### config.mk
export PLATFORM = sky130hd
export DESIGN_NAME = chain_walker
export DESIGN_NICKNAME = d
export VERILOG_FILES = /design/src/rtl/cw_pkg.sv /design/src/rtl/cw_cost_acc.sv /design/src/rtl/cw_node_guard.sv /design/src/rtl/cw_pay_seq.sv /design/src/rtl/chain_walker.sv
export SDC_FILE = /design/constraint.sdc
export NUM_CORES = 1
export LEC_CHECK = 0
export ABC_CLOCK_PERIOD_IN_PS = 4720
export BUFFER_PORTS_ARGS = -buffer_cell sky130_fd_sc_hd__buf_4
export CORE_MARGIN = 2
export CORE_UTILIZATION = 47
export CTS_CLUSTER_DIAMETER = 50
export CTS_CLUSTER_SIZE = 8
export DETAILED_ROUTE_END_ITERATION = 16
export PLACE_DENSITY = 0.76
export RECOVER_POWER = 25
export SLEW_MARGIN = 20
export SYNTH_ARGS = -nofsm -noshare
export SYNTH_HDL_FRONTEND = slang
export SYNTH_HIERARCHICAL = 1
export SYNTH_SLANG_ARGS = --single-unit
### constraint.sdc
create_clock -name clk -period 4.72 [get_ports clk]
set_input_delay 0.708 -clock clk [delete_from_list [all_inputs] [get_ports clk]]
set_output_delay 0.708 -clock clk [all_outputs]
set_load 0.01 [all_outputs]
### src/rtl/cw_pkg.sv
package cw_pkg;
    typedef enum logic [2:0] {
        ST_IDLE,
        ST_CHECK,
        ST_HDR_RD,
        ST_HDR_LATCH,
        ST_PAY_RD,
        ST_PAY_LATCH,
        ST_PAY_SEND,
        ST_FINISH
    } walk_state_t;
endpackage

### src/rtl/cw_cost_acc.sv
module cw_cost_acc #(
    parameter int COST_W       = 32,
    parameter int CNT_W        = 8,
    parameter int NODE_COST    = 10,
    parameter int PAYLOAD_COST = 5
) (
    input  logic              clk,
    input  logic              rst_n,
    input  logic              clr,
    input  logic              add_en,
    input  logic [CNT_W-1:0]  node_cnt,
    output logic [COST_W-1:0] total
);
    localparam logic [COST_W-1:0] NODE_C = COST_W'(NODE_COST);
    localparam logic [COST_W-1:0] PAY_C  = COST_W'(PAYLOAD_COST);

    logic [COST_W-1:0] node_charge;

    always_comb begin
        node_charge = NODE_C;
        if (node_cnt != '0)
            node_charge = NODE_C + PAY_C + COST_W'(node_cnt);
    end

    always_ff @(posedge clk) begin
        if (!rst_n)
            total <= '0;
        else if (clr)
            total <= '0;
        else if (add_en)
            total <= total + node_charge;
    end
endmodule

### src/rtl/cw_node_guard.sv
module cw_node_guard #(
    parameter int MAX_NODES = 8192
) (
    input  logic clk,
    input  logic rst_n,
    input  logic clr,
    input  logic inc,
    output logic limit_hit
);
    localparam int NW = $clog2(MAX_NODES + 1);
    localparam logic [NW-1:0] LIMIT = NW'(MAX_NODES);

    logic [NW-1:0] visited;

    always_ff @(posedge clk) begin
        if (!rst_n)
            visited <= '0;
        else if (clr)
            visited <= '0;
        else if (inc && visited != LIMIT)
            visited <= visited + 1'b1;
    end

    assign limit_hit = (visited == LIMIT);
endmodule

### src/rtl/cw_pay_seq.sv
module cw_pay_seq #(
    parameter int ADDR_W = 24,
    parameter int CNT_W  = 8
) (
    input  logic              clk,
    input  logic              rst_n,
    input  logic              load,
    input  logic [ADDR_W-1:0] hdr_addr,
    input  logic [CNT_W-1:0]  cnt,
    input  logic              step,
    output logic [ADDR_W-1:0] ptr,
    output logic              last
);
    localparam logic [ADDR_W-1:0] WORD_BYTES = ADDR_W'(4);

    logic [CNT_W-1:0] remaining;

    always_ff @(posedge clk) begin
        if (!rst_n) begin
            ptr       <= '0;
            remaining <= '0;
        end else if (load) begin
            ptr       <= hdr_addr + WORD_BYTES;
            remaining <= cnt;
        end else if (step) begin
            ptr       <= ptr + WORD_BYTES;
            remaining <= remaining - 1'b1;
        end
    end

    assign last = (remaining == CNT_W'(1));
endmodule

### src/rtl/chain_walker.sv
module chain_walker #(
    parameter int ADDR_W       = 24,
    parameter int MEM_BYTE_AW  = 21,
    parameter int DATA_W       = 32,
    parameter int CNT_W        = 8,
    parameter int MAX_NODES    = 8192,
    parameter int COST_W       = 32,
    parameter int NODE_COST    = 10,
    parameter int PAYLOAD_COST = 5
) (
    input  logic                   clk,
    input  logic                   rst_n,
    input  logic                   start,
    input  logic [DATA_W-1:0]      start_addr,
    output logic                   mem_rd,
    output logic [MEM_BYTE_AW-3:0] mem_addr,
    input  logic [DATA_W-1:0]      mem_rdata,
    output logic                   out_valid,
    output logic [DATA_W-1:0]      out_data,
    input  logic                   out_ready,
    output logic                   busy,
    output logic                   done,
    output logic                   error,
    output logic [COST_W-1:0]      cost
);
    import cw_pkg::*;

    localparam int END_BIT = ADDR_W - 1;
    localparam int CNT_LSB = DATA_W - CNT_W;

    walk_state_t state, state_nx;

    logic [ADDR_W-1:0] cur_addr;
    logic [DATA_W-1:0] out_q;
    logic              error_q;
    logic [CNT_W-1:0]  hdr_cnt;
    logic [ADDR_W-1:0] hdr_next;
    logic [ADDR_W-1:0] pay_ptr;
    logic              pay_last;
    logic              limit_hit;
    logic              launch;
    logic              at_end;
    logic              unused_bits;

    assign hdr_cnt  = mem_rdata[DATA_W-1:CNT_LSB];
    assign hdr_next = mem_rdata[ADDR_W-1:0];
    assign launch   = (state == ST_IDLE) && start;
    assign at_end   = cur_addr[END_BIT];

    cw_cost_acc #(
        .COST_W(COST_W), .CNT_W(CNT_W),
        .NODE_COST(NODE_COST), .PAYLOAD_COST(PAYLOAD_COST)
    ) u_cost (
        .clk(clk), .rst_n(rst_n), .clr(launch),
        .add_en(state == ST_HDR_LATCH), .node_cnt(hdr_cnt), .total(cost)
    );

    cw_node_guard #(.MAX_NODES(MAX_NODES)) u_guard (
        .clk(clk), .rst_n(rst_n), .clr(launch),
        .inc(state == ST_HDR_LATCH), .limit_hit(limit_hit)
    );

    cw_pay_seq #(.ADDR_W(ADDR_W), .CNT_W(CNT_W)) u_seq (
        .clk(clk), .rst_n(rst_n),
        .load(state == ST_HDR_LATCH), .hdr_addr(cur_addr), .cnt(hdr_cnt),
        .step((state == ST_PAY_SEND) && out_ready),
        .ptr(pay_ptr), .last(pay_last)
    );

    // state register
    always_ff @(posedge clk) begin
        if (!rst_n)
            state <= ST_IDLE;
        else
            state <= state_nx;
    end

    // transitions
    always_comb begin
        state_nx = state;
        unique case (state)
            ST_IDLE:      if (start) state_nx = ST_CHECK;
            ST_CHECK: begin
                if (at_end || limit_hit)
                    state_nx = ST_FINISH;
                else
                    state_nx = ST_HDR_RD;
            end
            ST_HDR_RD:    state_nx = ST_HDR_LATCH;
            ST_HDR_LATCH: state_nx = (hdr_cnt == '0) ? ST_CHECK : ST_PAY_RD;
            ST_PAY_RD:    state_nx = ST_PAY_LATCH;
            ST_PAY_LATCH: state_nx = ST_PAY_SEND;
            ST_PAY_SEND: begin
                if (out_ready)
                    state_nx = pay_last ? ST_CHECK : ST_PAY_RD;
            end
            ST_FINISH:    state_nx = ST_IDLE;
            default:      state_nx = ST_IDLE;
        endcase
    end

    // walk datapath
    always_ff @(posedge clk) begin
        if (!rst_n) begin
            cur_addr <= '0;
            out_q    <= '0;
            error_q  <= 1'b0;
        end else begin
            if (launch) begin
                cur_addr <= start_addr[ADDR_W-1:0];
                error_q  <= 1'b0;
            end
            if (state == ST_CHECK && !at_end && limit_hit)
                error_q <= 1'b1;
            if (state == ST_HDR_LATCH)
                cur_addr <= hdr_next;
            if (state == ST_PAY_LATCH)
                out_q <= mem_rdata;
        end
    end

    // outputs
    always_comb begin
        mem_rd    = 1'b0;
        mem_addr  = cur_addr[MEM_BYTE_AW-1:2];
        out_valid = 1'b0;
        done      = 1'b0;
        unique case (state)
            ST_HDR_RD: mem_rd = 1'b1;
            ST_PAY_RD: begin
                mem_rd   = 1'b1;
                mem_addr = pay_ptr[MEM_BYTE_AW-1:2];
            end
            ST_PAY_SEND: out_valid = 1'b1;
            ST_FINISH:   done      = 1'b1;
            default: ;
        endcase
    end

    assign out_data = out_q;
    assign busy     = (state != ST_IDLE);
    assign error    = error_q;

    assign unused_bits = ^{start_addr[DATA_W-1:ADDR_W], cur_addr[ADDR_W-2:MEM_BYTE_AW],
                           cur_addr[1:0], pay_ptr[ADDR_W-1:MEM_BYTE_AW], pay_ptr[1:0]};
endmodule

==> reports/qor.yml, run 1 <==
wire_per_inst_um: 15.89
syn_nets: 965
wl_um: 19270
dp_hpwl_um: 12910
worstSkewPairLatency_ns: 0.42
start_util_pct: 48.10
first_iter_violations: 394
drc: 0
syn_inst: 880
required_ns: 5.03
pwr-share-seq_pct: 40.7
dieHeight_um: 131.5
ir_drop_mv: 0.3251
dpl_cell_area_sq_um: 8656
setup.worst_path.end_class: "register"
status: "complete, no violations"
ctsResizeCount: 0
syn2layout_area_growth_pct: 18.22
cts_setup_buffers: 0
drt.antenna.violating_nets: 0
p_int_uw: 2120
final_area_sq_um: 9034
postLayoutCoreUtil_pct: 56.87
die_area_sq_um: 17290
dp.cells: 1181
syn_area_sq_um: 7641
maxSlewViolCount: 0
n_antenna_cell: 0
routed_via_density: 5.705
layout.cells.non_filler: 1213
drt_first_pass_iters: 8
grt_max_degree: 70
reg2reg_depth: 10
finalSetupViolCount: 0
antenna_found_initial: 0
cts_sinks: 129
drive_gt1_share_pct: 20.96
highest_layer: "met4"
clkTransAtPathRegs_ns: 0.06
finalSetupTns_ns: 0
gr-total-overflow: 0
max_cap_violations: 0
combPwrFrac_pct: 16.5
cts_made_buffers: 17
mostFrequentLayoutCell: "nand2_1"
worst_slew_pin_slew_ns: 0.9161
met1Wirelength_um: 8498
cts-htree-levels: 4
finalClockSkew_ns: 0.005666
root_buffer: "clkbuf_16"
critical_path_class: "reg -> reg"
rows: 46
worstHoldPathType: "reg -> reg"
io_buffers: 143
max_clock_freq_mhz: 282.7
switching_power_uw: 880.6
fin_nets: 1069
slew_headroom_pct: 38.93
met3_length_um: 938
fin_crit_ns: 3.538
grt_use_total_pct: 21.95
clkPwrFrac_pct: 42.8
fp.coreArea_sq_um: 15890
hold_buffers: 0
cts_buffer_depth: 2
hold_viol_final: 0
timing.final.crit_share_pct: 74.95
cts_tree: "built"
leakage_uw: 0.003227
path_max_fanout: 53
synth.yosys.warnings: 6
layout_common_cells: "nand2_1 (146), dfxtp_1 (129), buf_4 (97)"
num_vias: 6920
synth_area_per_cell_sq_um: 8.683
hold_path_depth: 2
rsz0062_at_grt: "false"
pwr_density_cell_nw_per_um2: 332.2
routed-wl-met2_um: 9392
start_kind: "register"
gp_congestion: 0.8495
fillers: 1512
grt_pass1_vias: 6323
grt_pass1_wl_um: 31670
holdWs_ns: 0.4614
netSwitchingFraction_pct: 29.34
die_width_um: 131.5
worstPathArrival_ns: 3.85
boundaryPins: 156
[flip-flops by register name, indices dropped and copies added (netlist names)]
| signal | cells |
|---|---|
| out_data | 32 |
| u_seq/remaining | 8 |
| cur_addr | 20 |
| u_cost/total | 32 |
| u_guard/visited | 14 |
| error | 1 |
| state | 3 |
| u_seq/ptr | 19 |
[final cells by class]
class | instances | area (sq um) | area share, %
Clock buffer | 17 | 425.4 | 4.709
Clock inverter | 15 | 151.4 | 1.676
Sequential cell | 129 | 2582 | 28.59
Timing Repair Buffer | 150 | 927.1 | 10.26
Tap cell | 216 | 270.3 | 2.992
Multi-Input combinational cell | 664 | 4594 | 50.86
Inverter | 22 | 82.58 | 0.9141
[critical path, cell delays in order (launching register included)]
cell and delay, ns:
dfxtp_1 0.63, nand3b_1 0.26, inv_2 0.65, mux2_2 0.30, ha_1 0.20, inv_1 0.07
a21oi_1 0.41, and2_1 0.34, nand4_1 0.15, xnor2_1 0.19, o211a_1 0.20
[layer usage]
metal  track usage [%]  up-vias
li1                  -     3387
met1             28.24     3295
met2             36.50      202
met3             4.167       36
met4             8.213        0
met5                 0        -
[path summary, 6_finish.rpt]
kind / slack (ns) / start / endpoint
max: 1.18 / state[1] / u_seq/ptr[16]
max reg2reg: 1.18 / state[1] / u_seq/ptr[16]
min: 0.46 / out_data[25] / out_data[25]
min reg2reg: 0.46 / out_data[25] / out_data[25]
[metrics by stage]
step / total power, uW / setup WS [ns]
2_1_floorplan: 1572 / 1.735
3_3_place_gp: 1729 / 1.273
3_5_place_dp: 1738 / 1.249
4_1_cts: 3026 / 1.259
5_1_grt: 3134 / 0.9248
6_report: 3001 / 1.182
[power by group through the flow]
stage               Combinational (uW)  Clock, uW  Sequential (uW)
floorplan                          354          0             1220
global placement                   488          0             1240
detailed placement                 496          0             1240
CTS                                499       1310             1220
global route                       540       1370             1230
finish                             495       1290             1220
No activity file was read; power rests on OpenSTA's default activity.
==> run 2: changes to the inputs <==
ABC_CLOCK_PERIOD_IN_PS = 3100   (was 4720)
PLACE_DENSITY = 0.78   (was 0.76)
clock period = 3.1 ns   (was 4.72 ns; I/O delays follow)
==> run 2 against run 1 <==
Net effect:
- power is 63% higher
- clock skew rose by 0.0046 ns
- count of clock-buffer cells in the layout rose by 4
- combinational power is 57% higher
- sequential share of layout area down 0.76 points
- sequential power is 52% higher
- first-iteration DRC count increased by 11%
- via count up 0.51%
==> reports/qor.yml, run 2 (synthesis gave the netlist of run 1 again) <==
status: "complete, no violations"
dp.cells: 1199  # +1.5%
dieHeight_um: 131.5  # unchanged
wl_um: 19460  # +1.0%
grt_use_total_pct: 22.22  # +0.27 points
finalSetupViolCount: 0  # unchanged
pwr_density_cell_nw_per_um2: 527.0  # +59%
drc: 0  # unchanged
clkTransAtPathRegs_ns: 0.06  # about the same
grt_pass1_vias: 6429  # +1.7%
min_from: "mem_rdata[0]"
leakage_uw: 0.003374  # +4.6%
cts_made_buffers: 17  # unchanged
hold_viol_final: 0  # unchanged
setup.worst_path.end_class: "register"
pwr-share-seq_pct: 37.8  # -2.9 points
met3_length_um: 965  # +2.9%
finalClockSkew_ns: 0.01029  # +0.004626 ns
required_ns: 3.42  # -1.61 ns
hold_buffers: 0  # unchanged
rsz0062_at_grt: "false"
worstSkewPairLatency_ns: 0.42  # about the same
start_util_pct: 48.10  # unchanged
max_clock_freq_mhz: 378.1  # +34%
met1Wirelength_um: 8474  # -0.28%
worstPathArrival_ns: 2.96  # -0.89 ns
max_stage_delay_ns: 0.38  # -0.27 ns
mostFrequentLayoutCell: "nand2_1"
fin_nets: 1087  # +1.7%
grt_pass1_wl_um: 31900  # +0.72%
timing.final.crit_share_pct: 85.31  # +10 points
worstReg2RegEnd: "u_seq/ptr[17]"
die_width_um: 131.5  # unchanged
regToRegStartpoint: "state[2]"
first_iter_violations: 438  # +11%
switching_power_uw: 1280  # +45%
cp_common_cell: "nand4_1"
combPwrFrac_pct: 15.9  # -0.6 points
path_buf_inv: 2  # unchanged
cts-htree-levels: 4  # unchanged
highest_layer: "met4"
crit_chain: "nand3b_1, inv_2, buf_12, nand4_1, a22oi_4, and2_1, nand4_1, xnor2_1, o211a_1"
max_cap_violations: 0  # unchanged
slew_headroom_pct: 47.76  # +8.8 points
critical_path_class: "reg -> reg"
fillers: 1479  # -2.2%
boundaryPins: 156  # unchanged
clkPwrFrac_pct: 46.2  # +3.4 points
layout.cells.non_filler: 1231  # +1.5%
wire_per_inst_um: 15.81  # -0.48%
worstHoldPathType: "in -> reg"
critPathTopFamily: "simple AND/OR/NAND/NOR gates"
routed_via_density: 5.650  # -0.96%
finalSetupTns_ns: 0  # unchanged
dp_hpwl_um: 13300  # +3.0%
fp.coreArea_sq_um: 15890  # unchanged
routed-wl-met2_um: 9571  # +1.9%
cts_sinks: 129  # unchanged
die_area_sq_um: 17290  # unchanged
reg2reg_depth: 9  # -1
cts_buffer_depth: 2  # unchanged
maxSlewViolCount: 0  # unchanged
n_antenna_cell: 0  # unchanged
cts_tree: "built"
path_max_fanout: 98  # +85%
antenna_found_initial: 0  # unchanged
drive_gt1_share_pct: 22.07  # +1.1 points
start_kind: "register"
drt_first_pass_iters: 5  # -3
ir_drop_mv: 0.4112  # +26%
syn2layout_area_growth_pct: 21.45
p_int_uw: 3611  # +70%
netSwitchingFraction_pct: 26.17  # -3.2 points
gp_congestion: 0.8547  # +0.61%
reg2reg_slack_ns: 0.46  # -0.73 ns
grt_max_degree: 99  # +41%
io_buffers: 143  # unchanged
gr-total-overflow: 0  # unchanged
cts_setup_buffers: 0  # unchanged
hold_path_depth: 3  # +1
num_vias: 6955  # +0.51%
root_buffer: "clkbuf_16"
fin_crit_ns: 2.645  # -0.8929 ns
worst_slew_pin_slew_ns: 0.7836  # -0.1325 ns
rows: 46  # unchanged
drt.antenna.violating_nets: 0  # unchanged
hold_end: "out_data[0]"
critPathSlowestCell: "buf_12"
layout_common_cells: "nand2_1 (146), dfxtp_1 (129), buf_4 (112)"
ctsResizeCount: 0  # unchanged
-- run 2: cell type report --
type | count | area, sq um | share of cell area, %
multi-input combinational | 664 | 4593 | 49.49
tap | 216 | 270.3 | 2.912
sequential | 129 | 2582 | 27.83
clock buffer | 21 | 470.5 | 5.069
timing repair buffer | 168 | 1084 | 11.68
clock inverter | 11 | 197.7 | 2.130
inverter | 22 | 82.58 | 0.8898
-- run 2: worst max-delay path by stage --
stage / end / cells past startpoint / startpoint
after detailed placement: u_cost/total[20] / 14 / mem_rdata[24]
after global placement: u_cost/total[20] / 14 / mem_rdata[24]
after floorplan: u_seq/ptr[16] / 16 / state[1]
after global routing: u_seq/remaining[5] / 9 / state[1]
after CTS: mem_addr[0] / 5 / state[2]
final: u_seq/ptr[17] / 9 / state[2]
-- run 2: power by group through the flow --
stage	clock (uW)	sequential [uW]	combinational [uW]
after floorplan	0	1850	539
after detailed placement	0	1890	778
after global routing	2370	1860	848
after global placement	0	1880	763
after CTS	2290	1850	787
final	2260	1850	779
-- run 2: worst register-to-register path, cell delays in order (launching register included) --
cell	delay (ns)
dfxtp_1	0.30
nand3b_1	0.23
inv_2	0.18
buf_12	0.38
nand4_1	0.27
a22oi_4	0.35
and2_1	0.31
nand4_1	0.16
xnor2_1	0.16
o211a_1	0.20
-- run 2: through the flow --
stage	power (uW)	utilization, %	hold slack (ns)	setup WS [ns]	cell area (sq um)
finish	4891	58.42	0.3014	0.4553	9280
global route	5079	58.42	0.3091	0.2064	9280
CTS	4929	59.70	0.2909	0.4686	9483
detailed placement	2663	55.49	0.4587	0.05509	8815
global placement	2647	55.49	0.4524	0.1062	8815
floorplan	2394	-	0.4852	0.2265	7641
-- run 2: per-layer routing --
layer  GRT usage [%]  up-vias
met5               0        -
met2           37.17      208
met4           8.514        0
met3           5.208       32
met1           27.72     3284
li1                -     3431
